**config.mk**
```make
export PLATFORM = sky130hd
export DESIGN_NAME = dd_load_unit
export DESIGN_NICKNAME = d
export VERILOG_FILES = /design/src/rtl/dd_load_pkg.sv /design/src/rtl/dd_load_queue.sv /design/src/rtl/dd_load_ctrl.sv /design/src/rtl/dd_load_wb.sv /design/src/rtl/dd_load_unit.sv
export SDC_FILE = /design/constraint.sdc
export NUM_CORES = 1
export LEC_CHECK = 0
export BUFFER_PORTS_ARGS = -buffer_cell sky130_fd_sc_hd__buf_2
export CAP_MARGIN = 40
export CORE_ASPECT_RATIO = 1.5
export CORE_MARGIN = 3
export CORE_UTILIZATION = 30
export DETAILED_ROUTE_END_ITERATION = 8
export PLACE_DENSITY_LB_ADDON = 0.05
export SLEW_MARGIN = 25
export SYNTH_ARGS = -nofsm -noshare
export SYNTH_HDL_FRONTEND = slang
export SYNTH_HIERARCHICAL = 1
export SYNTH_SLANG_ARGS = --single-unit
```
**constraint.sdc**
```tcl
create_clock -name clk -period 3.37 [get_ports clk]
set_input_delay 0.337 -clock clk [delete_from_list [all_inputs] [get_ports clk]]
set_output_delay 0.337 -clock clk [all_outputs]
set_load 0.01 [all_outputs]
```
**src/rtl/dd_load_pkg.sv**
```systemverilog
package dd_load_pkg;

   // Source of a retirement on the register-file write port
   typedef enum logic [1:0] {
      RET_NONE  = 2'd0,
      RET_ISSUE = 2'd1,
      RET_DRAIN = 2'd2
   } ret_src_e;

   // Width of a counter that must reach n
   function automatic int unsigned cnt_width(input int unsigned n);
      return (n < 1) ? 1 : $clog2(n + 1);
   endfunction

endpackage

```
**src/rtl/dd_load_queue.sv**
```systemverilog
module dd_load_queue
   import dd_load_pkg::*;
#(
   parameter int unsigned DEPTH  = 2,
   parameter int unsigned DATA_W = 32,
   localparam int unsigned CW    = cnt_width(DEPTH),
   localparam int unsigned IW    = (DEPTH > 1) ? $clog2(DEPTH) : 1
) (
   input  logic              clk,
   input  logic              rst_n,
   input  logic              flush_i,
   input  logic              push_i,
   input  logic              pop_i,
   input  logic              rsp_valid_i,
   input  logic [DATA_W-1:0] rsp_data_i,
   output logic [CW-1:0]     count_o,
   output logic              head_ready_o,
   output logic [DATA_W-1:0] head_data_o,
   output logic              drop_busy_o
);

   logic [IW-1:0]     head_q;
   logic [CW-1:0]     count_q, filled_q, drop_q;
   logic [CW-1:0]     count_d, filled_d, drop_d;
   logic [IW-1:0]     head_d;
   logic [DEPTH-1:0]  rdy_q, rdy_d;
   logic [DATA_W-1:0] data_q [DEPTH];
   logic [DATA_W-1:0] data_d [DEPTH];
   logic [IW-1:0]     tail_idx, fill_idx;
   logic [CW-1:0]     unfilled;
   logic              rsp_live, rsp_drop;

   function automatic logic [IW-1:0] wrap_add(input logic [IW-1:0] p,
                                              input logic [CW-1:0] k);
      int unsigned s;
      s = int'(p) + int'(k);
      if (s >= DEPTH) s = s - DEPTH;
      return IW'(s);
   endfunction

   assign tail_idx = wrap_add(head_q, count_q);
   assign fill_idx = wrap_add(head_q, filled_q);
   assign unfilled = count_q - filled_q;
   assign rsp_drop = rsp_valid_i && (drop_q != '0);
   assign rsp_live = rsp_valid_i && (drop_q == '0);

   // Per-entry next state: clear on push or pop, fill on a live response
   for (genvar e = 0; e < DEPTH; e++) begin : g_entry
      logic clr, fill;
      assign clr  = (push_i && tail_idx == IW'(e)) || (pop_i && head_q == IW'(e));
      assign fill = rsp_live && fill_idx == IW'(e);
      assign rdy_d[e]  = flush_i ? 1'b0 : (fill ? 1'b1 : (clr ? 1'b0 : rdy_q[e]));
      assign data_d[e] = (fill && !flush_i) ? rsp_data_i : data_q[e];
   end

   always_comb begin
      count_d  = count_q + CW'(push_i) - CW'(pop_i);
      filled_d = filled_q + CW'(rsp_live) - CW'(pop_i);
      head_d   = pop_i ? wrap_add(head_q, CW'(1)) : head_q;
      drop_d   = drop_q - CW'(rsp_drop);
      if (flush_i) begin
         count_d  = '0;
         filled_d = '0;
         head_d   = '0;
         drop_d   = drop_d + unfilled - CW'(rsp_live);
      end
   end

   always_ff @(posedge clk or negedge rst_n) begin
      if (!rst_n) begin
         head_q   <= '0;
         count_q  <= '0;
         filled_q <= '0;
         drop_q   <= '0;
         rdy_q    <= '0;
         for (int i = 0; i < DEPTH; i++) data_q[i] <= '0;
      end else begin
         head_q   <= head_d;
         count_q  <= count_d;
         filled_q <= filled_d;
         drop_q   <= drop_d;
         rdy_q    <= rdy_d;
         for (int i = 0; i < DEPTH; i++) data_q[i] <= data_d[i];
      end
   end

   assign count_o      = count_q;
   assign head_ready_o = rdy_q[head_q];
   assign head_data_o  = data_q[head_q];
   assign drop_busy_o  = (drop_q != '0);

   // occupancy never exceeds the depth
   a_r5_no_overflow: assert property (@(posedge clk) disable iff (!rst_n)
      count_q <= CW'(DEPTH));
   // filled entries are a prefix of the occupied ones
   a_r10_fill_within_count: assert property (@(posedge clk) disable iff (!rst_n)
      filled_q <= count_q);
   // a response only arrives when a load is waiting for it
   a_r10_rsp_expected: assert property (@(posedge clk) disable iff (!rst_n)
      rsp_valid_i |-> (drop_q != '0 || filled_q < count_q));
   // flush leaves the queue empty
   a_r8_flush_empties: assert property (@(posedge clk) disable iff (!rst_n)
      flush_i |=> (count_q == '0 && !head_ready_o));
   // the number of dropped responses is bounded by the depth
   a_r9_drop_bound: assert property (@(posedge clk) disable iff (!rst_n)
      drop_q <= CW'(DEPTH));

endmodule

```
**src/rtl/dd_load_ctrl.sv**
```systemverilog
module dd_load_ctrl
   import dd_load_pkg::*;
#(
   parameter int unsigned DEPTH = 2,
   localparam int unsigned CW   = cnt_width(DEPTH)
) (
   input  logic          clk,
   input  logic          rst_n,
   input  logic          flush_i,
   input  logic          issue_valid_i,
   input  logic          drain_valid_i,
   input  logic [CW-1:0] count_i,
   input  logic          head_ready_i,
   input  logic          drop_busy_i,
   output logic          issue_ready_o,
   output logic          drain_ready_o,
   output logic          push_o,
   output logic          pop_o,
   output ret_src_e      ret_src_o
);

   logic full, empty, issue_fire, drain_fire;

   assign full  = (count_i == CW'(DEPTH));
   assign empty = (count_i == '0);

   // A full queue can take a new load only by retiring its head
   assign issue_ready_o = !flush_i && !drop_busy_i && (!full || head_ready_i);
   // Issue has priority over drain in the same cycle
   assign drain_ready_o = !flush_i && !issue_valid_i && !empty && head_ready_i;

   assign issue_fire = issue_valid_i && issue_ready_o;
   assign drain_fire = drain_valid_i && drain_ready_o;

   assign push_o = issue_fire;
   assign pop_o  = (issue_fire && full) || drain_fire;

   always_comb begin
      ret_src_o = RET_NONE;
      if (issue_fire && full) ret_src_o = RET_ISSUE;
      else if (drain_fire)    ret_src_o = RET_DRAIN;
   end

   // a full queue with a waiting head takes no new load
   a_r6_stall_on_missing_data: assert property (@(posedge clk) disable iff (!rst_n)
      (full && !head_ready_i) |-> !push_o);
   // every retirement finds data at the head
   a_r7_pop_needs_data: assert property (@(posedge clk) disable iff (!rst_n)
      pop_o |-> head_ready_i);
   // no load is started while flushed responses are pending
   a_r9_no_issue_while_dropping: assert property (@(posedge clk) disable iff (!rst_n)
      drop_busy_i |-> !push_o);
   // flush and issue never share a cycle
   a_r8_flush_blocks_issue: assert property (@(posedge clk) disable iff (!rst_n)
      flush_i |-> !push_o && !pop_o);

endmodule

```
**src/rtl/dd_load_wb.sv**
```systemverilog
module dd_load_wb
   import dd_load_pkg::*;
#(
   parameter int unsigned DATA_W = 32,
   parameter int unsigned REG_AW = 5,
   parameter bit          WB_REG = 1'b1
) (
   input  logic              clk,
   input  logic              rst_n,
   input  ret_src_e          ret_src_i,
   input  logic [REG_AW-1:0] issue_dest_i,
   input  logic [REG_AW-1:0] drain_dest_i,
   input  logic [DATA_W-1:0] data_i,
   output logic              we_o,
   output logic [REG_AW-1:0] waddr_o,
   output logic [DATA_W-1:0] wdata_o
);

   logic              we_c;
   logic [REG_AW-1:0] waddr_c;

   assign we_c    = (ret_src_i != RET_NONE);
   assign waddr_c = (ret_src_i == RET_DRAIN) ? drain_dest_i : issue_dest_i;

   if (WB_REG) begin : g_reg
      always_ff @(posedge clk or negedge rst_n) begin
         if (!rst_n) begin
            we_o    <= 1'b0;
            waddr_o <= '0;
            wdata_o <= '0;
         end else begin
            we_o <= we_c;
            if (we_c) begin
               waddr_o <= waddr_c;
               wdata_o <= data_i;
            end
         end
      end
   end else begin : g_comb
      assign we_o    = we_c;
      assign waddr_o = waddr_c;
      assign wdata_o = data_i;
   end

endmodule

```
**src/rtl/dd_load_unit.sv**
```systemverilog
module dd_load_unit
   import dd_load_pkg::*;
#(
   parameter int unsigned ADDR_W = 16,
   parameter int unsigned DATA_W = 32,
   parameter int unsigned REG_AW = 5,
   parameter int unsigned DEPTH  = 2,
   parameter bit          WB_REG = 1'b1,
   localparam int unsigned CW    = cnt_width(DEPTH)
) (
   input  logic              clk,
   input  logic              rst_n,
   input  logic              flush_i,
   input  logic              issue_valid_i,
   input  logic [ADDR_W-1:0] issue_addr_i,
   input  logic [REG_AW-1:0] issue_dest_i,
   output logic              issue_ready_o,
   input  logic              drain_valid_i,
   input  logic [REG_AW-1:0] drain_dest_i,
   output logic              drain_ready_o,
   output logic              mem_req_valid_o,
   output logic [ADDR_W-1:0] mem_req_addr_o,
   input  logic              mem_rsp_valid_i,
   input  logic [DATA_W-1:0] mem_rsp_data_i,
   output logic              rf_we_o,
   output logic [REG_AW-1:0] rf_waddr_o,
   output logic [DATA_W-1:0] rf_wdata_o
);

   initial begin : p_param_check
      assert (DEPTH >= 1 && DEPTH <= 16) else $fatal(1, "DEPTH out of range");
      assert (ADDR_W >= 1 && DATA_W >= 1 && REG_AW >= 1)
         else $fatal(1, "widths must be positive");
   end

   logic [CW-1:0]     count;
   logic              head_ready, drop_busy, push, pop;
   logic [DATA_W-1:0] head_data;
   ret_src_e          ret_src;

   dd_load_ctrl #(.DEPTH(DEPTH)) u_ctrl (
      .clk           (clk),
      .rst_n         (rst_n),
      .flush_i       (flush_i),
      .issue_valid_i (issue_valid_i),
      .drain_valid_i (drain_valid_i),
      .count_i       (count),
      .head_ready_i  (head_ready),
      .drop_busy_i   (drop_busy),
      .issue_ready_o (issue_ready_o),
      .drain_ready_o (drain_ready_o),
      .push_o        (push),
      .pop_o         (pop),
      .ret_src_o     (ret_src)
   );

   dd_load_queue #(.DEPTH(DEPTH), .DATA_W(DATA_W)) u_queue (
      .clk          (clk),
      .rst_n        (rst_n),
      .flush_i      (flush_i),
      .push_i       (push),
      .pop_i        (pop),
      .rsp_valid_i  (mem_rsp_valid_i),
      .rsp_data_i   (mem_rsp_data_i),
      .count_o      (count),
      .head_ready_o (head_ready),
      .head_data_o  (head_data),
      .drop_busy_o  (drop_busy)
   );

   dd_load_wb #(.DATA_W(DATA_W), .REG_AW(REG_AW), .WB_REG(WB_REG)) u_wb (
      .clk          (clk),
      .rst_n        (rst_n),
      .ret_src_i    (ret_src),
      .issue_dest_i (issue_dest_i),
      .drain_dest_i (drain_dest_i),
      .data_i       (head_data),
      .we_o         (rf_we_o),
      .waddr_o      (rf_waddr_o),
      .wdata_o      (rf_wdata_o)
   );

   assign mem_req_valid_o = push;
   assign mem_req_addr_o  = issue_addr_i;

   // a retirement by issue only happens with a full queue
   a_r3_issue_retire_when_full: assert property (@(posedge clk) disable iff (!rst_n)
      (ret_src == RET_ISSUE) |-> (count == CW'(DEPTH)));
   // a memory request never coexists with a flush
   a_r2_no_req_on_flush: assert property (@(posedge clk) disable iff (!rst_n)
      flush_i |-> !mem_req_valid_o);

endmodule

```
### Yosys cells after proc, flatten, opt, wreduce, memory -nomap -nowiden

Cells that the tools add are included.

| storage, ports and cells | value |
|---|---|
| flip-flop bits (word level) | 111 |
| latch bits | 0 |
| RAM bits | 0 |
| ROM bits | 0 |
| input port bits | 64 |
| output and inout port bits | 57 |
| logic and storage cells | 92 |
| memories kept | 0 |

| operators by class | value |
|---|---|
| $add $sub $neg | 14 |
| $mul | 0 |
| divide/modulo/power cells | 0 |
| order comparisons | 5 |
| eq/ne operators | 2 |
| shifts and indexed selects | 0 |
| muxes and demuxes | 22 |
| bitwise operators | 4 |
| reduce and logical (&&, ||, !) cells | 34 |

Operator list:

| cell | number |
|---|---|
| 32-bit 2-to-1 mux | 3 |
| 1-bit logical AND | 18 |
| 1-bit 2-to-1 mux | 13 |
| 2-bit 2-to-1 mux | 5 |
| 2-bit by 1-bit subtractor with 2-bit output | 4 |
| 1-bit by 2-bit adder with 3-bit output | 2 |
| 3-bit by 2-bit >= comparator with 1-bit output, second input constant | 2 |
| 2-bit nonzero test | 3 |
| 3-bit nonzero test | 2 |
| 1-bit zero test | 5 |
| 5-bit 2-to-1 mux | 1 |
| 2-bit by 1-bit adder with 2-bit output | 2 |
| 2-bit == test, second input constant | 2 |
| 2-bit >= comparator, second input constant | 2 |
| 2-bit zero test | 2 |
| 1-bit logical OR | 4 |
| 1-bit NOT | 3 |
| 1-bit subtractor, second input constant | 3 |
| 1-bit by 1-bit adder with 2-bit output, second input constant | 1 |
| 2-bit adder | 1 |
| 1-bit by 2-bit less-than comparator with 1-bit output, second input constant | 1 |
| 1-bit NOT with 2-bit output | 1 |
| 2-bit subtractor | 1 |

### Longest topological paths before layout

Gate-level depths: netlist (run 1).

| depth | value |
|---|---|
| word-level depth | 12 |
| gate-level depth with buffers | 11 |
| mapped depth without buffers | 11 |

### Cells and area by module

Netlist (run 1), hierarchy kept.

By module, submodules not included:

| module | instances | cells each | area each (µm²) | sequential area each (µm²) |
|---|---|---|---|---|
| dd_load_queue | 1 | 235 | 3539.6 | 1826.8 |
| dd_load_wb | 1 | 92 | 1612.8 | 950.9 |
| dd_load_unit | 1 | 16 | 120.1 | 0.0 |
| dd_load_ctrl | 1 | 11 | 80.1 | 0.0 |

### Worst setup path before layout (run 1)

No wires, ideal clock.

| timing | value |
|---|---|
| kind | reg-to-reg |
| from | reg u_queue.head_q |
| to | reg u_wb.wdata_o[10] |
| library setup time | 125 ps |
| data arrival time | 2371 ps |
| required time | 3245 ps |
| path slack | 874 ps |
| cell stages (with the launch flop) | 11 |
| path buffers | 4 |
| clock period less this slack | 2496 ps |
| cells stage by stage | dfrtp_1 -> buf_2 -> buf_2 -> o21ai_0 -> nand2b_4 -> nor3_1 -> and2_1 -> buf_6 -> nor2_8 -> buf_12 -> mux2_4 |

| between the ends | value |
|---|---|
| elaborated cells between the ends (all ways) | 15 |
| classes of those cells | 7 x mux; 1 x bitwise; 7 x reduce/logical |

RTL lines:

| item | line | source |
|---|---|---|
| from (decl) | dd_load_queue.sv:22 | `logic [IW-1:0] head_q;` |
| from (signal assigned) | dd_load_queue.sv:71 | `head_q <= '0;` |
| from (signal assigned) | dd_load_queue.sv:78 | `head_q <= head_d;` |
| 1-bit 2-to-1 mux (not written as such) (2 in series) | dd_load_queue.sv:88 | `assign head_ready_o = rdy_q[head_q];` |
| net head_ready | dd_load_unit.sv:37 | `logic head_ready, drop_busy, push, pop;` |
| 1-bit logical AND | dd_load_ctrl.sv:30 | `assign drain_ready_o = !flush_i && !issue_valid_i && !empty && head_ready_i;` |
| net drain_ready_o | dd_load_unit.sv:20 | `output logic drain_ready_o,` |
| 1-bit logical AND | dd_load_ctrl.sv:33 | `assign drain_fire = drain_valid_i && drain_ready_o;` |
| 2-bit 2-to-1 mux | dd_load_ctrl.sv:41 | `else if (drain_fire) ret_src_o = RET_DRAIN;` |
| 2-bit 2-to-1 mux | dd_load_ctrl.sv:40 | `if (issue_fire && full) ret_src_o = RET_ISSUE;` |
| net ret_src[1] | dd_load_unit.sv:39 | `ret_src_e ret_src;` |
| 2-bit nonzero test | dd_load_wb.sv:22 | `assign we_c = (ret_src_i != RET_NONE);` |
| to (signal assigned) | dd_load_wb.sv:35 | `wdata_o <= data_i;` |
| to (decl) | dd_load_wb.sv:16 | `output logic [DATA_W-1:0] wdata_o` |

The timed path passes the listed nets, and every way through them passes these cells. The select of a mux whose other input is x is not followed.
A chain may end at the register's enable or synchronous reset.

### Final worst setup path (run 1)

| timing | value |
|---|---|
| from | reg u_queue.head_q |
| to | reg u_wb.wdata_o[15] |

| between the ends | value |
|---|---|
| word-level cells in the longest chain between the ends | 8 |
| elaborated cells between the ends (all ways) | 15 |
| classes of those cells | 7 x mux; 1 x bitwise; 7 x reduce/logical |

RTL lines:

| item | line | source |
|---|---|---|
| 1-bit 2-to-1 mux (not written as such) * (2 in series) | dd_load_queue.sv:88 |  |
| net head_ready | dd_load_unit.sv:37 |  |
| 1-bit logical OR | dd_load_ctrl.sv:28 | `assign issue_ready_o = !flush_i && !drop_busy_i && (!full \|\| head_ready_i);` |
| 1-bit logical AND | dd_load_ctrl.sv:28 |  |
| 1-bit logical AND | dd_load_ctrl.sv:32 | `assign issue_fire = issue_valid_i && issue_ready_o;` |
| 1-bit logical AND | dd_load_ctrl.sv:40 |  |
| 2-bit 2-to-1 mux * | dd_load_ctrl.sv:40 |  |
| net ret_src[1] | dd_load_unit.sv:39 |  |
| 2-bit nonzero test * | dd_load_wb.sv:22 |  |

The timed path passes the listed nets; every way through them passes the cells marked *. The select of a mux whose other input is x is not followed.

==> metrics.txt, run 1 <==
hold_ws=0.204 ns; #FFs+latches synth=111; share of the synthesized area in the top cell type=0.519; final std cells w/o fill=647; vias in the first global route=3,185; DIE WIDTH=115 um; # setup viols final=0; largest net degree at the start of global routing=57; core box area=0.0174 mm^2; CTS Buf Count=9; worst setup margin=0.778 ns; final period utilization=0.769; Main synth FF type=dfrtp_1; CTS root buf=clkbuf_16; IO Count=121; Worst Reg-to-Reg Cells=7; Max Clock Skew=0.0106 ns; YS warnings=6; H-tree levels=3; buffers added on ports=88; Starting Density=0.307; Final Wtd Congestion=0.749; clk_lat worst skew=0.35 ns; Final Hold Viols=0; Clock Path Buffers=2; critical path class=register to register; Layout area overhead=14.9%; CTS tree=built; Worst R2R Start=u_queue/head_q; Syn Area/Cell=15.1 um^2; Max Fclk=386 MHz; Finished Cell Area=0.00615 mm^2; area of the mapped netlist=0.00535 mm^2; Slew @ Worst Pin=0.700 ns; Post-Syn Nets=426; Synth Instances=354; drt first pass iters=4; Setup WS pre-CTS=0.774 ns; synth top area cells=dfrtp_1, mux2_4, mux2_2; reg2reg setup slack=0.78 ns; setup_tns=0 ns; library cells used by synthesis=34; Residual DRC=0; register area share after synthesis=0.519; ys async rst share=1.00; CP Max Fanout=20; max-slew violations=0; drt total wl=11.3 mm; Max VDD drop=0.249 mV; GRT Util Overall=0.121; startpoint types=register; post-synth top area cell=dfrtp_1; endpoint type of the worst setup path=register; first-pass GRT wire length=18.0 mm; Hold/Removal Path Class=input pin to register; Pwr Density=679 mW/mm^2; Nets=502; clock sinks=111; Critical Path RT=3.60 ns; Final Critical Period=2.59 ns; Clock Pin Slew Worst Setup and Hold Paths=0.07 ns; number of nets with antenna violations after routing=0; # diodes=0; dpl hpwl=7.47 mm; WHS Path Cells=3; die footprint=0.0195 mm^2; Initial DRC Count=81; max-cap viol count=0; hold_sp=issue_dest_i[4]; Core Rows=59; Worst EP arrival=2.82 ns; layout cells sized above 1=0.571; chip height=170 um; EDFF count, synth=0; Via density=4.46; status=complete, no violations; gr ovfl total=0; initial antenna violation count=0; drt wl/cell=17.5 um; reg2reg end=u_wb/wdata_o[15]; hold path endpoint=u_wb/waddr_o[4]; P_leak=3.17 nW; placed cells=630; Slew HR=0.533; FILL cells=1,706; via count=2,888; Cell Area, Placed=0.00584 mm^2; unrepaired setup endpoints after global routing=no
power breakdown:
| group | total (mW) | internal (mW) | leakage (nW) | switching (mW) |
|---|---|---|---|---|
| Combinational | 1.17 | 0.755 | 1.59 | 0.412 |
| Sequential | 1.99 | 1.77 | 1.44 | 0.222 |
| Clock | 1.02 | 0.522 | 0.132 | 0.495 |
stage by stage:
stage                     utilization  power (mW)
after floorplan                     -        2.91
final                           0.353        4.18
after global placement          0.333        3.17
after detailed placement        0.335        3.20
after CTS                       0.351        4.25
after global routing            0.353        4.48
Yosys cell counts, types with 2 or more instances:
cell type	n
mux2_4	58
nor2_1	5
nor3_1	2
nand2_1	10
xnor2_1	7
nor2b_1	4
fa_1	2
buf_4	16
ha_1	6
buf_1	2
mux2i_1	6
o21ai_0	9
inv_1	11
and2_1	3
buf_2	3
buf_12	6
buf_6	5
dfrtp_1	111
mux2_2	70
xor2_1	4
cell families after synthesis:
group | count (synthesis) | share of synthesized area
compound gates | 12 | 0.0126
buf+inv | 45 | 0.0687
simple gates | 33 | 0.0390
xor+xnor | 11 | 0.0180
flops | 111 | 0.519
mux | 134 | 0.321
fa+ha+maj | 8 | 0.0215
repair_timing:
| item | in CTS | in global routing |
|---|---|---|
| endpoints found under the hold margin | 0 | 9 |
| gates resized for setup | 0 | 0 |
| setup buffers | 0 | 0 |
| hold buffers | 0 | 1 |
flip-flops by register name (all words and copies together) (netlist names):
| register | count |
|---|---|
| u_queue/rdy_q | 2 |
| u_wb/waddr_o | 5 |
| u_queue/head_q | 1 |
| u_queue/count_o | 2 |
| u_queue/data_q | 64 |
| u_wb/we_o | 1 |
| u_queue/drop_q | 2 |
| u_wb/wdata_o | 32 |
| u_queue/filled_q | 2 |
worst max-delay path by stage:
stage,start,cells after the start,endpoint,slack [ns]
2_1_floorplan,u_queue/head_q,10,u_wb/wdata_o[10],0.87
6_report,u_queue/head_q,7,u_wb/wdata_o[15],0.78
3_5_place_dp,u_queue/head_q,7,u_wb/wdata_o[17],0.77
5_1_grt,u_queue/head_q,7,u_wb/wdata_o[18],0.63
4_1_cts,u_queue/head_q,7,u_wb/wdata_o[15],0.76
3_3_place_gp,u_queue/head_q,7,u_wb/wdata_o[1],0.80
cells in the final DEF, fill, tap and decap left out, types with 5 or more instances in the layout:
cell type  netlist  routed
xnor2_1          7       7
buf_2            3      87
mux2_2          70      70
clkbuf_16        0       9
dfrtp_1        111     110
mux2_4          58      58
nand2_1         10      10
mux2i_1          6       6
ha_1             6       6
buf_4           16       6
inv_1           11      11
o21ai_0          9       9
nor2_1           5       5
metal layers:
metal  share of wire  track usage  vias up
li1                -            -     1352
met1            0.48        0.166     1483
met2            0.47        0.186       48
met3           0.035       0.0307        5
met4           0.011       0.0409        0
met5               0            0        -
layout make-up:
type | instances | area (um^2) | area share
inverters | 12 | 45.0 | 0.00732
multi-input cells | 198 | 2210 | 0.359
flip-flops and latches | 111 | 2780 | 0.452
repair buffers | 98 | 578 | 0.0940
clock inverters | 4 | 30.0 | 0.00488
clock buffers | 11 | 243 | 0.0395
well taps | 213 | 267 | 0.0433
worst max-delay path, cell delays in order (launching register included):
cell and delay [ns]:
dfrtp_2 0.52, o21ai_0 0.45, nand2b_4 0.10, nor3_1 0.21, and2_1 0.47, nor2_8 0.18
buf_12 0.22, mux2_4 0.31
(Power assumes the default switching activity.)
==> inputs of run 2 (changes only) <==
==> constraint.sdc (replaced) <==
create_clock -name clk -period 2.1 [get_ports clk]
set_input_delay 0.21 -clock clk [delete_from_list [all_inputs] [get_ports clk]]
set_output_delay 0.21 -clock clk [all_outputs]
set_load 0.01 [all_outputs]
==> metrics.txt, run 2 (synthesis gave the netlist of run 1 again) <==
status=complete, but fails checks; drt total wl=11.2 mm (-0.89%); first-pass GRT wire length=18.3 mm (+1.5%); startpoint types=register; DIE WIDTH=115 um (unchanged); Core Rows=59 (unchanged); Starting Density=0.307 (unchanged); Clock Path Buffers=2 (unchanged); final period utilization=1.15 (+0.380); max-cap viol count=0 (unchanged); gr ovfl total=0 (unchanged); clock sinks=111 (unchanged); Setup WS pre-CTS=-0.343 ns (-1.12 ns); max-slew violations=0 (unchanged); hold_ws=0.0701 ns (-0.134 ns); P_leak=3.28 nW (+3.4%); chip height=170 um (unchanged); Initial DRC Count=88 (+8.6%); endpoint type of the worst setup path=register; Residual DRC=0 (unchanged); Slew @ Worst Pin=0.605 ns (-0.0947 ns); CTS Buf Count=9 (unchanged); Top reg by flops=u_queue/data_q; worst setup margin=-0.312 ns (-1.09 ns); most common cell after layout, fill and taps aside=dfrtp_1; layout cells sized above 1=0.605 (+0.0335); largest net degree at the start of global routing=44 (-23%); Worst EP arrival=2.65 ns (-0.17 ns); CTS tree=built; Final Wtd Congestion=0.697 (-6.9%); post-CTS setup buffer count=0 (unchanged); clk_lat worst skew=0.36 ns (about the same); drt first pass iters=4 (unchanged); # diodes=0 (unchanged); most frequent cells in the layout=dfrtp_1, buf_2, mux2_2; CTS root buf=clkbuf_16; H-tree levels=3 (unchanged); buffers added on ports=88 (unchanged); Pwr Density=1110 mW/mm^2 (+63%); vias in the first global route=3,262 (+2.4%); Via density=4.45 (-0.36%); die footprint=0.0195 mm^2 (unchanged); failing checks=setup timing; core box area=0.0174 mm^2 (unchanged); # setup viols final=2 (+2); max reg flops=64 (unchanged); Max VDD drop=0.637 mV (+160%); Final Critical Period=2.41 ns (-0.179 ns); Critical Path RT=2.34 ns (-1.26 ns); GRT Util Overall=0.122 (+0.00137); Max Fclk=415 MHz (+7.4%); Nets=515 (+2.6%); Clock Pin Slew Worst Setup and Hold Paths=0.07 ns (about the same); number of nets with antenna violations after routing=0 (unchanged); Final Hold Viols=0 (unchanged); critical path class=register to register; IO Count=121 (unchanged); drt wl/cell=16.9 um (-3.0%); initial antenna violation count=1 (+1); Slew HR=0.596 (+0.0631); Max Clock Skew=0.0100 ns (-0.000535 ns); via count=2,940 (+1.8%); Hold/Removal Path Class=input pin to register; unrepaired setup endpoints after global routing=yes; Layout area overhead=19.3%; Largest regs=u_queue/data_q x64, u_wb/wdata_o x32, u_wb/waddr_o x5; dpl hpwl=7.44 mm (-0.35%); CP Max Fanout=2 (-90%)
## run 2: cell count changes in the layout (fill, tap and decap cells not counted), sizes merged
cell / before / now
clkinvlp: 1 / 2
clkinv: 2 / 1
buf: 97 / 110
bufinv: 0 / 1
## run 2: repair_timing
| action | 4_1_cts | 5_1_grt |
|---|---|---|
| gates resized for setup | 3 | 6 |
| setup endpoints to repair | 2 | 6 |
| pin swaps | 0 | 3 |
| endpoints found under the hold margin | 38 | 0 |
| hold buffers | 1 | 0 |
## run 2: area by class of cell
class | count | area, um^2
Fill cell | 1719 | 11000
Sequential cell | 111 | 2780
Multi-Input combinational cell | 198 | 2270
Timing Repair Buffer | 111 | 709
Tap cell | 213 | 267
Clock buffer | 11 | 253
Clock inverter | 5 | 65.1
Inverter | 12 | 45.0
## run 2: worst paths after layout
check	from	endpoint	slack (ns)	cells after the start
worst min-delay path	issue_dest_i[0]	u_wb/waddr_o[0]	0.07	3
worst max-delay path	u_queue/drop_q[1]	u_queue/drop_q[1]	-0.31	11
min in group asynchronous	rst_n	u_queue/data_q[19]	0.39	2
worst min register to register	u_queue/data_q[2]	u_queue/data_q[2]	0.51	1
max in group asynchronous	rst_n	u_queue/data_q[57]	1.02	3
worst max register to register	u_queue/drop_q[1]	u_queue/drop_q[1]	-0.31	11
## run 2: metal layers
| metal | wire length (um) | up-vias | global-route usage |
|---|---|---|---|
| met4 | 155 | 2 | 0.0444 |
| li1 | - | 1374 | - |
| met1 | 4950 | 1497 | 0.155 |
| met3 | 406 | 14 | 0.0307 |
| met2 | 5670 | 53 | 0.202 |
| met5 | 13 | - | 0 |
## run 2: power breakdown
part / internal (mW) / leakage, nW / switching, mW
sequential: 2.84 / 1.44 / 0.348
clock: 1.00 / 0.150 / 0.831
combinational: 1.33 / 1.69 / 0.724
total: 5.17 / 3.28 / 1.90
## run 2: metrics by stage
stage          std cells  area [um^2]  TNS [ns]  total power [mW]  utilization
4_1_cts              661         6370    -0.403              7.16        0.365
3_3_place_gp         644         6020    -0.421              5.18        0.346
5_1_grt              661         6380    -0.687              7.57        0.366
6_report             661         6380    -0.358              7.07        0.366
2_1_floorplan        354         5390    -0.253              4.68            -
3_5_place_dp         644         6020    -0.433              5.23        0.346
## run 2: critical path: stages, from the launching register on
cell	delay [ns]
dfrtp_1	0.41
nor2_4	0.13
nand2_2	0.07
fa_1	0.49
inv_2	0.04
fa_1	0.50
inv_2	0.05
ha_4	0.15
xor2_2	0.14
xnor2_1	0.13
nand2_1	0.08
xnor2_1	0.12
